[config.mk]
export PLATFORM = sky130hd
export DESIGN_NAME = rtc_irq_emu
export DESIGN_NICKNAME = d
export VERILOG_FILES = /design/src/rtl/rtc_emu_pkg.sv /design/src/rtl/rtc_prd_div.sv /design/src/rtl/rtc_upd_det.sv /design/src/rtl/rtc_alm_cmp.sv /design/src/rtl/rtc_irq_emu.sv
export SDC_FILE = /design/constraint.sdc
export NUM_CORES = 1
export LEC_CHECK = 0
export CAP_MARGIN = 20
export CORE_MARGIN = 8
export CORE_UTILIZATION = 45
export DETAILED_ROUTE_END_ITERATION = 7
export HOLD_SLACK_MARGIN = 0.15
export PLACE_DENSITY = 0.8
export SLEW_MARGIN = 10
export SYNTH_ARGS = -nofsm -noshare
export SYNTH_HDL_FRONTEND = slang
export SYNTH_SLANG_ARGS = --single-unit
[constraint.sdc]
create_clock -name clk -period 9.3 [get_ports clk]
set_input_delay 1.86 -clock clk [delete_from_list [all_inputs] [get_ports clk]]
set_output_delay 1.86 -clock clk [all_outputs]
set_load 0.005 [all_outputs]
[src/rtl/rtc_emu_pkg.sv]
package rtc_emu_pkg;
  localparam int BIT_UPD  = 4;
  localparam int BIT_ALM  = 5;
  localparam int BIT_PRD  = 6;
  localparam int BIT_IRQ  = 7;
  localparam logic [7:0] IRQ_COUNT = 8'd1;

  // Clamp the rate exponent into its legal range.
  function automatic int clamp_log2(input int f, input int lo, input int hi);
    if (f < lo) return lo;
    if (f > hi) return hi;
    return f;
  endfunction
endpackage

[src/rtl/rtc_prd_div.sv]
module rtc_prd_div
  import rtc_emu_pkg::*;
#(
  parameter int MISS_W    = 8,
  parameter int FREQ_W    = 4,
  parameter int BASE_LOG2 = 6,
  parameter int MIN_LOG2  = 1,
  parameter int MAX_LOG2  = 13
) (
  input  logic              clk,
  input  logic              rst,
  input  logic              tick,
  input  logic              en,
  input  logic [MISS_W-1:0] missed,
  input  logic [FREQ_W-1:0] f_log2,
  output logic              hit,
  output logic              fast
);
  localparam int CNT_W = BASE_LOG2 + 1;
  localparam int SUM_W = ((CNT_W > MISS_W) ? CNT_W : MISS_W) + 2;

  logic [CNT_W-1:0] cnt_q;
  logic [SUM_W-1:0] sum;
  logic [SUM_W-1:0] limit;
  int               f_eff;

  always_comb begin
    f_eff = clamp_log2(int'(f_log2), MIN_LOG2, MAX_LOG2);
    if (f_eff >= BASE_LOG2) limit = SUM_W'(1);
    else                    limit = SUM_W'(1) << (BASE_LOG2 - f_eff);
    sum  = SUM_W'(cnt_q) + SUM_W'(missed) + SUM_W'(1);
    hit  = tick && en && (sum >= limit);
    fast = en && (f_eff > BASE_LOG2);
  end

  always_ff @(posedge clk) begin
    if (rst)              cnt_q <= '0;
    else if (tick && en)  cnt_q <= hit ? '0 : CNT_W'(sum);
  end
endmodule

[src/rtl/rtc_upd_det.sv]
module rtc_upd_det #(
  parameter int TIME_W = 6
) (
  input  logic              clk,
  input  logic              rst,
  input  logic              tick,
  input  logic              en,
  input  logic [TIME_W-1:0] sec,
  output logic              hit
);
  logic              en_q;
  logic              valid_q;
  logic [TIME_W-1:0] last_q;
  logic              rise;

  assign rise = en && !en_q;
  assign hit  = tick && en && valid_q && !rise && (sec != last_q);

  always_ff @(posedge clk) begin
    if (rst) begin
      en_q    <= 1'b0;
      valid_q <= 1'b0;
      last_q  <= '0;
    end else begin
      en_q <= en;
      if (tick && en) begin
        valid_q <= 1'b1;
        last_q  <= sec;
      end else if (rise) begin
        valid_q <= 1'b0;
      end
    end
  end
endmodule

[src/rtl/rtc_alm_cmp.sv]
module rtc_alm_cmp #(
  parameter int TIME_W = 6
) (
  input  logic              tick,
  input  logic              en,
  input  logic [TIME_W-1:0] hr,
  input  logic [TIME_W-1:0] mn,
  input  logic [TIME_W-1:0] sc,
  input  logic [TIME_W-1:0] a_hr,
  input  logic [TIME_W-1:0] a_mn,
  input  logic [TIME_W-1:0] a_sc,
  output logic              hit
);
  assign hit = tick && en && (hr == a_hr) && (mn == a_mn) && (sc == a_sc);
endmodule

[src/rtl/rtc_irq_emu.sv]
module rtc_irq_emu
  import rtc_emu_pkg::*;
#(
  parameter int TIME_W    = 6,
  parameter int MISS_W    = 8,
  parameter int FREQ_W    = 4,
  parameter int BASE_LOG2 = 6,
  parameter int MIN_LOG2  = 1,
  parameter int MAX_LOG2  = 13
) (
  input  logic              clk,
  input  logic              rst,
  input  logic              tick,
  input  logic [MISS_W-1:0] missed,
  input  logic [TIME_W-1:0] cur_hr,
  input  logic [TIME_W-1:0] cur_min,
  input  logic [TIME_W-1:0] cur_sec,
  input  logic              en_update,
  input  logic              en_alarm,
  input  logic              en_periodic,
  input  logic [TIME_W-1:0] alm_hr,
  input  logic [TIME_W-1:0] alm_min,
  input  logic [TIME_W-1:0] alm_sec,
  input  logic [FREQ_W-1:0] freq_log2,
  output logic [15:0]       flags_out,
  output logic              flags_vld,
  output logic              tick_run,
  output logic              fast_mode
);
  logic any_en, tick_ok;
  logic upd_hit, alm_hit, prd_hit, prd_fast;
  logic [15:0] word;

  assign any_en  = en_update || en_alarm || en_periodic;
  assign tick_ok = tick && any_en;

  rtc_prd_div #(
    .MISS_W(MISS_W), .FREQ_W(FREQ_W), .BASE_LOG2(BASE_LOG2),
    .MIN_LOG2(MIN_LOG2), .MAX_LOG2(MAX_LOG2)
  ) u_prd (
    .clk(clk), .rst(rst), .tick(tick_ok), .en(en_periodic),
    .missed(missed), .f_log2(freq_log2), .hit(prd_hit), .fast(prd_fast)
  );

  rtc_upd_det #(.TIME_W(TIME_W)) u_upd (
    .clk(clk), .rst(rst), .tick(tick_ok), .en(en_update),
    .sec(cur_sec), .hit(upd_hit)
  );

  rtc_alm_cmp #(.TIME_W(TIME_W)) u_alm (
    .tick(tick_ok), .en(en_alarm),
    .hr(cur_hr), .mn(cur_min), .sc(cur_sec),
    .a_hr(alm_hr), .a_mn(alm_min), .a_sc(alm_sec),
    .hit(alm_hit)
  );

  always_comb begin
    word = '0;
    word[BIT_UPD] = upd_hit;
    word[BIT_ALM] = alm_hit;
    word[BIT_PRD] = prd_hit;
    if (upd_hit || alm_hit || prd_hit) begin
      word[BIT_IRQ] = 1'b1;
      word[15:8]    = IRQ_COUNT;
    end
  end

  always_ff @(posedge clk) begin
    if (rst) begin
      flags_out <= '0;
      flags_vld <= 1'b0;
      tick_run  <= 1'b0;
      fast_mode <= 1'b0;
    end else begin
      if (tick_ok) flags_out <= word;
      flags_vld <= tick_ok && (upd_hit || alm_hit || prd_hit);
      tick_run  <= any_en;
      fast_mode <= prd_fast;
    end
  end
endmodule

==> summary.md, run 1 <==
| Metric | Value |
|---|---|
| Outcome | finished clean |
| # IOs | 73 |
| Pwr/cell area | about 110 nW/µm² |
| Mapped Area | about 2100 µm² |
| Postcts setup bufs | 0 |
| Critical path depth | 17 |
| First-pass GRT wire length | approximately 9100 µm |
| Clock latency on the worst-skew pair | about 270 ps |
| CP max stage cell | clkdlybuf4s50_1 |
| WP data required | between 9000 and 10000 ps |
| Worst R2R Path Depth | 14 |
| Met1 usage | 0.175 |
| Final non-filler cell total | 367 |
| Reg2Reg Setup Slack | about 5700 ps |
| Slew Viols, Final | 0 |
| Post-synth cell types | 48 |
| CTS buffer count | 3 |
| Post-DR wirelength/cell | 15.1 µm |
| Worst Clk Skew | 2.73 ps |
| GR Layer Usage met2 | 0.274 |
| Clk buf depth | 2 |
| Core area | between 4000 and 5000 µm² |
| R2R Path Start | u_prd.cnt_q[0] |
| Critical setup path kind | input pin to flip-flop |
| Resized Gates After CTS | 0 |
| WP buf/inv | 1 |
| Tmin final | around 5400 ps |
| Mapped Cells | around 260 |
| Max-capacitance violation count | 0 |
| Hold-fix buffers at CTS | 0 |
| DR iter-0 viols | 96 |
| Routability cong. | between 0.8 and 0.9 |
| Async SR Flop Fraction | 0 |
| Layout cell share with drive strength beyond 1 | 0.0540 |
| Yosys warnings | 0 |
| Final hold violations | 0 |
| Synthesis-stage register bit count | 22 |
| Area delta synth->final | 32.4% |
| Crit. Startpoint | freq_log2[2] |
| Initial antenna violation count | 0 |
| Critical R2R Capture | u_prd.cnt_q[1] |
| PortBufs | between 60 and 70 |
| Gr ovfl total | 0 |
| Pwr Total | slightly below 0.3 mW |
| Critical Path Start Type | input pin |
| Most common cell after layout, fill and taps aside | clkdlybuf4s50_1 |
| Die Footprint | 7020 µm² |
| Hold Path Class | flip-flop to flip-flop |
| Post-synthesis average cell area | roughly 8.0 µm² |
| Max Freq | approximately 180 MHz |
| Most frequent cells in the layout | clkdlybuf4s50_1, nand2_1, xor2_1, dfxtp_1 |
| Clk sinks | 22 |
| CP Cell Sequence | clkdlybuf4s50_1, and2_1, a211o_1, ha_1, a21oi_1, o211a_1, nand3_1, nor3b_1, o21ai_1, nand2_1, ha_1, nand2b_4, a211oi_2, o21ai_1, a221oi_2, nand3_1, a21oi_1 |
| Number of synthesized flops with an enable pin | 0 |
| # nets final | ~390 |
| CP max FO | 8 |
| Vias/cell | around 5.3 |
| Met3 Track Usage GR | 0.0283 |
| WL final | about 5500 µm |
| Post-placement cell count | 363 |
| H-tree levels | 1 |
| Worst-Margin Slew | roughly 800 ps |
| Data arrival, critical path | roughly 5600 ps |
| Antenna Violating Nets Remaining | 0 |
| Setup TNS Final | 0 ps |
| CTS tree | yes |
| Count of final setup violators | 0 |
| Die X | ~84 µm |
| Routed via count | just under 2000 |
| # DRC | 0 |
| Tot GR Track Use | 0.151 |
| CTS clk-pin slew, worst paths | roughly 80 ps |
| CP top delay family | compound AO/OA/AOI/OAI gates |
| Crit. End Element | flip-flop |
| Diode count | 0 |
| Row count | 24 |
| Max VDD drop | around 0.08 mV |
| Starting density of the core | 0.472 |
| Peak per-stage delay on the critical path | roughly 530 ps |
| Fill count | about 390 |
| Pin count of the biggest net entering global routing | 24 |
| Vias in the first global route | between 1500 and 2000 |
| Die height | between 80 and 90 µm |
| DR pass1 iterations | 4 |
| Crit path capture | u_prd.cnt_q[1] |
| RSZ-0062 raised after global routing | no |
| CTS Root Cell | clkbuf_8 |
| WHS | 464 ps |
| Synth Flop Type | dfxtp_1 |
| HPWL after DPL | approximately 4700 µm |
| Crit share post-route | 0.586 |
| Busiest grt layer | met2 |
| Register area share after synthesis | 0.213 |
| Worst rel slew slack | 0.455 |
| Lkg Pwr | approximately 1.1 nW |
-- final cells by class --
| class | count | area [µm²] | area share |
|---|---|---|---|
| multi-input combinational | 221 | 1530 | 0.557 |
| timing repair buffer | 61 | 611 | 0.223 |
| sequential | 22 | 440 | 0.161 |
| tap | 52 | 65.1 | 0.0237 |
| clock buffer | 3 | 41.3 | 0.0151 |
| clock inverter | 1 | 30.0 | 0.0110 |
| inverter | 7 | 26.3 | 0.00959 |
-- metrics by stage --
step | cell area, µm² | util | setup slack, ps
3_5_place_dp | 2670 | 0.609 | 3630
3_3_place_gp | 2670 | 0.609 | 3740
4_1_cts | 2740 | 0.625 | 3900
2_1_floorplan | 2110 | - | 4320
5_1_grt | 2740 | 0.625 | 3550
6_report | 2740 | 0.625 | 3850
-- worst min-delay path by stage --
stage	to	startpoint	slack, ps	cells after the start
after floorplan	u_prd.cnt_q[0]	u_prd.cnt_q[0]	440	2
after global placement	u_prd.cnt_q[4]	u_prd.cnt_q[4]	440	2
after detailed placement	u_prd.cnt_q[4]	u_prd.cnt_q[4]	450	2
after CTS	u_prd.cnt_q[4]	u_prd.cnt_q[4]	460	2
after global routing	u_prd.cnt_q[4]	u_prd.cnt_q[4]	480	2
final	u_prd.cnt_q[4]	u_prd.cnt_q[4]	460	2
-- synth_stat cells (2+ instances only) --
| library cell | number | area share |
|---|---|---|
| nor2b_1 | 2 | 0.0060 |
| o21ai_0 | 4 | 0.0097 |
| a211oi_1 | 2 | 0.0073 |
| a31o_1 | 2 | 0.0085 |
| inv_1 | 6 | 0.011 |
| or3_1 | 2 | 0.0060 |
| and2_1 | 2 | 0.0060 |
| and3_1 | 2 | 0.0060 |
| o211ai_1 | 3 | 0.011 |
| nor4_1 | 9 | 0.027 |
| dfxtp_1 | 22 | 0.21 |
| xnor2_1 | 4 | 0.017 |
| a211o_1 | 2 | 0.0085 |
| a21oi_1 | 21 | 0.051 |
| nor2_1 | 14 | 0.025 |
| o21ai_1 | 4 | 0.0097 |
| clkbuf_1 | 6 | 0.011 |
| xor2_1 | 29 | 0.12 |
| a21o_1 | 4 | 0.015 |
| nand4_1 | 3 | 0.0091 |
| a211oi_2 | 3 | 0.018 |
| ha_1 | 21 | 0.13 |
| nor3b_1 | 5 | 0.018 |
| nor3_2 | 2 | 0.0097 |
| nand2_1 | 29 | 0.053 |
| nand3_1 | 17 | 0.041 |
| nor3_1 | 6 | 0.015 |
| buf_4 | 12 | 0.044 |
-- report_power, final --
part	switching (mW)	total, mW	internal (mW)
Clock	0.0322	0.0898	0.0575
Combinational	0.0506	0.103	0.0524
Sequential	0.00227	0.100	0.0981
Total	0.0851	0.293	0.208
-- kinds of logic (layout without fill, tap and decap cells) --
group	count (synthesis)	after routing	synth area share
AOI/OAI and AO/OA	54	54	0.183
xor gates and xnor gates	33	33	0.140
adders and majority gates	22	22	0.137
buffers and inverters	26	72	0.0695
DFF	22	22	0.213
muxes	1	1	0.00484
other	1	12	0.00181
and+or+nand+nor	99	99	0.252
-- metal layers --
metal	share of wire	wire length, µm
met5	0	0
met3	0.043	241
met2	0.52	2850
met4	0.010	57
met1	0.43	2390
-- sequential cells by signal (all words and copies together) (netlist names) --
register,flops
u_prd.cnt_q,7
u_upd.last_q,6
flags_out,4
fast_mode,1
flags_vld,1
tick_run,1
u_upd.en_q,1
u_upd.valid_q,1
-- worst min-delay path, delay by kind of cell (launching register included) --
kind | cells | cell delay [ps]
flops | 1 | 320
compound gates | 1 | 50
simple gates | 1 | 50
Power figures use the tool's default switching activity.
==> run 2: changes to the inputs <==
==> constraint.sdc (replaced) <==
create_clock -name clk -period 5.2 [get_ports clk]
set_input_delay 1.04 -clock clk [delete_from_list [all_inputs] [get_ports clk]]
set_output_delay 1.04 -clock clk [all_outputs]
set_load 0.005 [all_outputs]
==> run 2 against run 1 <==
  * Final cell count did not move
  * Largest cell class unchanged
  * Die area did not move
  * Critical path type unchanged
  * Highest routed layer unchanged
  * Hold slack improved by 7.6 ps
  * Flip-flop and latch count did not move
  * Global-route usage barely moved
  * Register-to-register slack got worse by 4100 ps
==> summary.md, run 2 (synthesis results as in run 1) <==
| Metric | Value |
|---|---|
| PortBufs | 61 (unchanged) |
| Worst setup margin | 570 ps (-3280 ps) |
| Critical Path Start Type | input pin |
| # nets final | 392 (unchanged) |
| Antenna Violating Nets Remaining | 0 (unchanged) |
| Hold path depth | 2 (unchanged) |
| Final hold violations | 0 (unchanged) |
| Gr ovfl total | 0 (unchanged) |
| CTS tree | yes |
| Worst Clk Skew | 2.74 ps (+0.00747 ps) |
| Count of final setup violators | 0 (unchanged) |
| RSZ-0062 raised after global routing | no |
| Initial antenna violation count | 0 (unchanged) |
| Clk sinks | 22 (unchanged) |
| Die Footprint | 7020 µm² (unchanged) |
| Data arrival, critical path | 4750 ps (-880 ps) |
| Hold-fix buffers at CTS | 0 (unchanged) |
| Diode count | 0 (unchanged) |
| Hold path endpoint | u_upd.last_q[0] |
| Post-placement cell count | 363 (unchanged) |
| Largest reg by FF count | u_prd.cnt_q |
| DR iter-0 viols | 131 (+36%) |
| Lkg Pwr | 1.11 nW (unchanged) |
| # IOs | 73 (unchanged) |
| CTS Root Cell | clkbuf_8 |
| Critical setup path kind | input pin to flip-flop |
| Max VDD drop | 0.116 mV (+47%) |
| WL final | 5630 µm (+1.6%) |
| Hold Path Class | flip-flop to flip-flop |
| Outcome | finished clean |
| Clock latency on the worst-skew pair | 270 ps (about the same) |
| Slew Viols, Final | 0 (unchanged) |
| Worst rel slew slack | 0.454 (-0.00163) |
| Routed via count | 2003 (+2.4%) |
| Starting density of the core | 0.472 (unchanged) |
| Max-capacitance violation count | 0 (unchanged) |
| CTS clk-pin slew, worst paths | 80 ps (about the same) |
| Worst R2R Path Depth | 13 (-1) |
| Pin count of the biggest net entering global routing | 24 (unchanged) |
| Row count | 24 (unchanged) |
| Area delta synth->final | 32.4% (unchanged) |
| Final core utilization | 0.625 (unchanged) |
| Max Freq | around 220 MHz |
| Crit. Startpoint | freq_log2[2] |
| Die X | 83.8 µm (unchanged) |
| Most common cell after layout, fill and taps aside | clkdlybuf4s50_1 |
| Die height | 83.8 µm (unchanged) |
| Top Registers | u_prd.cnt_q (7), u_upd.last_q (6), flags_out (4) |
| # DRC | 0 (unchanged) |
| Most frequent cells in the layout | clkdlybuf4s50_1, nand2_1, xor2_1, dfxtp_1 |
| Vias/cell | 5.46 (+2.4%) |
| Resized Gates After CTS | 0 (unchanged) |
| Reg2Reg Setup Slack | 1620 ps (-4070 ps) |
| Core area | 4380 µm² (unchanged) |
| Post-DR wirelength/cell | 15.3 µm (+1.6%) |
| Setup TNS Final | 0 ps (unchanged) |
| CP max FO | 8 (unchanged) |
| Postcts setup bufs | 0 (unchanged) |
| Vias in the first global route | 1966 (-0.10%) |
| CTS buffer count | 3 (unchanged) |
| Tmin final | roughly 4600 ps |
| Crit share post-route | 0.890 |
| Pwr/cell area | 192 nW/µm² (+79%) |
| Final non-filler cell total | 367 (unchanged) |
| WHS | 472 ps (+7.64 ps) |
| Fill count | 377 (-4.3%) |
| Dpl ws | 313 ps (-3320 ps) |
| R2R Path Start | u_prd.cnt_q[0] |
| Worst-Margin Slew | 817 ps (+2.44 ps) |
| Crit. End Element | flip-flop |
| H-tree levels | 1 (unchanged) |
| Critical R2R Capture | u_prd.cnt_q[1] |
| Clk buf depth | 2 (unchanged) |
| Tot GR Track Use | 0.152 (+0.000461) |
| WP data required | 5320 ps (-4160 ps) |
| DR pass1 iterations | 4 (unchanged) |
| First-pass GRT wire length | 9090 µm (+0.23%) |
| Layout cell share with drive strength beyond 1 | 0.0540 (unchanged) |
| HPWL after DPL | 4700 µm (+0.31%) |
| Routability cong. | 0.834 (+0.12%) |
| Max reg flops | 7 (unchanged) |
| Worst hold path startpoint | u_upd.last_q[0] |
[run 2: layer usage]
layer,vias to the layer above,track usage,share of wire
met4,0,0.0565,0.018
met5,-,0,0
met3,11,0.0254,0.038
met2,61,0.260,0.50
li1,1020,-,-
met1,911,0.183,0.44
[run 2: metrics by stage]
step           power, mW  area [µm²]
2_1_floorplan      0.297        2110
3_3_place_gp       0.360        2670
3_5_place_dp       0.366        2670
4_1_cts            0.524        2740
5_1_grt            0.552        2740
6_report           0.525        2740
[run 2: power by group]
group | switching, mW | internal, mW
logic | 0.0913 | 0.0937
clock network | 0.0575 | 0.103
registers | 0.00419 | 0.175
[run 2: worst max-delay path, stage by stage]
cell and delay [ps]:
clkdlybuf4s50_1 530, and2_1 220, a211o_1 350, ha_1 270, a21oi_1 200, o211a_1 180, nand3_1 90, nor3b_1 210
o21ai_1 80, nand2_1 80, ha_1 220, nand2b_4 140, a211oi_2 200, o21ai_1 120, a221o_1 390, a211oi_1 320
a21oi_1 110
[run 2: cell type report]
class | instances | area, µm² | area share
Clock buffer | 3 | 41.3 | 0.0151
Tap cell | 52 | 65.1 | 0.0237
Clock inverter | 1 | 30.0 | 0.0110
Timing Repair Buffer | 61 | 611 | 0.223
Inverter | 7 | 26.3 | 0.00959
Sequential cell | 22 | 440 | 0.161
Multi-Input combinational cell | 221 | 1530 | 0.557
[run 2: worst max path at each step]
stage / endpoint / slack (ps) / depth (start not counted)
after floorplan: flags_out[7] / 1040 / 17
after global placement: flags_out[7] / 460 / 17
after detailed placement: flags_out[7] / 310 / 17
after CTS: flags_out[7] / 580 / 17
after global routing: flags_out[7] / 300 / 17
final: flags_out[7] / 570 / 17
==> run 3: changes to the inputs <==
--- a/config.mk
+++ b/config.mk
@@ -8,6 +8,7 @@
 export CAP_MARGIN = 20
 export CORE_MARGIN = 8
 export CORE_UTILIZATION = 45
+export CTS_BUF_LIST = sky130_fd_sc_hd__clkbuf_8
 export DETAILED_ROUTE_END_ITERATION = 7
 export HOLD_SLACK_MARGIN = 0.15
 export PLACE_DENSITY = 0.8
==> constraint.sdc (replaced) <==
create_clock -name clk -period 4.7 [get_ports clk]
set_input_delay 0.94 -clock clk [delete_from_list [all_inputs] [get_ports clk]]
set_output_delay 0.94 -clock clk [all_outputs]
set_load 0.005 [all_outputs]
==> run 3 against run 2 <==
  * Final cell count grew 0.82%
  * Highest routed layer unchanged
  * Register-to-register slack lost 450 ps
  * First-iteration DRC count grew 1.5%
  * Largest cell class unchanged
  * Critical path depth shrank 2
  * Total power grew 11%
  * Combinational power grew 10%
  * Via count shrank 2.1%
==> summary.md, run 3 (synthesis results as in run 1) <==
| Metric | Value |
|---|---|
| Worst rel slew slack | 0.474 (+0.0199) |
| Sequential power share | 0.341 (about the same) |
| Int Pwr | 0.413 mW (+11%) |
| Resized Gates After CTS | 0 (unchanged) |
| WP buf/inv | 1 (unchanged) |
| First-pass GRT wire length | 9090 µm (about the same) |
| Crit share post-route | 0.916 |
| Post-placement cell count | 366 (+0.83%) |
| Post-DR wirelength/cell | 14.4 µm (-5.8%) |
| Lkg Pwr | 1.13 nW (+2.2%) |
| Max-capacitance violation count | 0 (unchanged) |
| Reg2Reg Setup Slack | 1170 ps (-450 ps) |
| Worst R2R Path Depth | 14 (+1) |
| Pwr Total | 0.582 mW (+11%) |
| Clk pwr share | 0.308 (+0.002) |
| Starting density of the core | 0.472 (unchanged) |
| CP Cell Sequence | clkdlybuf4s50_1, ha_1, fa_1, nand3_1, nand2_1, xor2_1, nand3_1, nor3_2, xnor2_1, ha_1, a21o_1, a21o_1, a221o_1, a211oi_1, a21oi_1 |
| Most frequent cells in the layout | clkdlybuf4s50_1, nand2_1, xor2_1, dfxtp_1 |
| Data arrival, critical path | 4430 ps (-320 ps) |
| DR pass1 iterations | 6 (+2) |
| Tot GR Track Use | 0.148 (-0.00412) |
| Crit. End Element | flip-flop |
| Routability cong. | 0.869 (+4.1%) |
| H-tree levels | 1 (unchanged) |
| Area delta synth->final | 33.6% |
| Worst-Margin Slew | 787 ps (-29.7 ps) |
| Hold path endpoint | u_prd.cnt_q[2] |
| # DRC | 0 (unchanged) |
| Clock latency on the worst-skew pair | 260 ps (about the same) |
| CTS buffer count | 3 (unchanged) |
| Antenna Violating Nets Remaining | 0 (unchanged) |
| Crit. Startpoint | missed[0] |
| Count of final setup violators | 0 (unchanged) |
| Diode count | 0 (unchanged) |
| Worst hold path startpoint | u_prd.cnt_q[2] |
| Hold Path Class | flip-flop to flip-flop |
| CTS clk-pin slew, worst paths | 90 ps (about the same) |
| Die height | 83.8 µm (unchanged) |
| WP data required | 4820 ps (-500 ps) |
| Hold-fix buffers at CTS | 0 (unchanged) |
| Max reg flops | 7 (unchanged) |
| # IOs | 73 (unchanged) |
| Psw | 0.169 mW (+11%) |
| Layout cell share with drive strength beyond 1 | 0.0629 (+0.00892) |
| Most common cell after layout, fill and taps aside | clkdlybuf4s50_1 |
| Postcts setup bufs | 0 (unchanged) |
| Switching Fraction | 0.291 (-0.000538) |
| CTS tree | yes |
| Initial antenna violation count | 0 (unchanged) |
| CTS Root Cell | clkbuf_8 |
| CP top delay family | compound AO/OA/AOI/OAI gates |
| Die X | 83.8 µm (unchanged) |
| Pwr/cell area | 211 nW/µm² (+9.9%) |
| Final hold violations | 0 (unchanged) |
| Tmin final | 4310 ps |
| Core area | 4380 µm² (unchanged) |
| Outcome | finished clean |
| CP max FO | 3 (-5) |
| Max Freq | approximately 230 MHz |
| Critical R2R Capture | flags_out[7] |
| Vias/cell | 5.30 (-2.9%) |
| Critical Path Start Type | input pin |
| CP max stage cell | clkdlybuf4s50_1 |
| Row count | 24 (unchanged) |
| Final non-filler cell total | 370 (+0.82%) |
| # nets final | 395 (+0.77%) |
| Slew Viols, Final | 0 (unchanged) |
| Peak per-stage delay on the critical path | 410 ps (-120 ps) |
| RSZ-0062 raised after global routing | no |
| R2R Path Start | u_prd.cnt_q[0] |
| Pin count of the biggest net entering global routing | 24 (unchanged) |
| Worst Clk Skew | 1.44 ps (-1.29 ps) |
| Max VDD drop | 0.156 mV (+34%) |
| Die Footprint | 7020 µm² (unchanged) |
| Top Registers | u_prd.cnt_q (7), u_upd.last_q (6), flags_out (4) |
| DR iter-0 viols | 133 (+1.5%) |
| Routed via count | 1960 (-2.1%) |
| Clk buf depth | 2 (unchanged) |
| Largest reg by FF count | u_prd.cnt_q |
| Gr ovfl total | 0 (unchanged) |
| HPWL after DPL | 4500 µm (-4.1%) |
| WL final | 5350 µm (-5.0%) |
| Critical setup path kind | input pin to flip-flop |
| Logic pwr share | 0.351 (about the same) |
| Clk sinks | 22 (unchanged) |
| Vias in the first global route | 1949 (-0.86%) |
| Hold path depth | 2 (unchanged) |
| PortBufs | 61 (unchanged) |
## run 3: cell count changes in the layout (fill, tap and decap cells not counted), sizes merged
cell           previous run  this run
buf                       0         3
clkdlybuf4s50            61        60
dlymetal6s2s              0         1
## run 3: tightest hold or removal path, stage by stage (launching register included)
cell and delay [ps]:
dfxtp_1 320, nand2_1 50, a21oi_1 50
## run 3: power by group through the flow
| stage | clock network, mW | registers, mW | logic (mW) |
|---|---|---|---|
| 2_1_floorplan | 0 | 0.202 | 0.127 |
| 3_3_place_gp | 0 | 0.203 | 0.197 |
| 3_5_place_dp | 0 | 0.203 | 0.202 |
| 4_1_cts | 0.179 | 0.199 | 0.204 |
| 5_1_grt | 0.191 | 0.200 | 0.228 |
| 6_report | 0.180 | 0.199 | 0.204 |
## run 3: layer usage
metal / up-vias / track usage / part of all wire
li1: 1025 / - / -
met1: 888 / 0.191 / 0.45
met2: 45 / 0.248 / 0.50
met3: 2 / 0.0225 / 0.037
met4: 0 / 0.0345 / 0.0065
met5: - / 0 / 0
## run 3: metrics by stage
step | setup WS [ps] | area, µm² | hold WS (ps) | util | setup TNS (ps)
4_1_cts | 271 | 2760 | 461 | 0.630 | 0
3_5_place_dp | -2.57 | 2690 | 450 | 0.614 | -2.57
5_1_grt | 130 | 2770 | 484 | 0.631 | 0
6_report | 394 | 2770 | 461 | 0.631 | 0
3_3_place_gp | 153 | 2690 | 442 | 0.614 | 0
2_1_floorplan | 637 | 2110 | 436 | - | 0
## run 3: how the worst max path moves through the flow
stage | slack, ps | end | cells past startpoint
floorplan | 640 | flags_out[7] | 17
global placement | 150 | flags_out[7] | 17
detailed placement | -3 | flags_out[7] | 17
CTS | 270 | flags_out[7] | 17
global route | 130 | flags_out[7] | 17
finish | 390 | flags_out[7] | 15
## run 3: area by class of cell
class / instances / area (µm²)
tap: 52 / 65.1
timing repair buffer: 64 / 636
sequential: 22 / 440
inverter: 7 / 26.3
multi-input combinational: 221 / 1530
clock buffer: 3 / 41.3
clock inverter: 1 / 30.0
fill: 377 / 1620
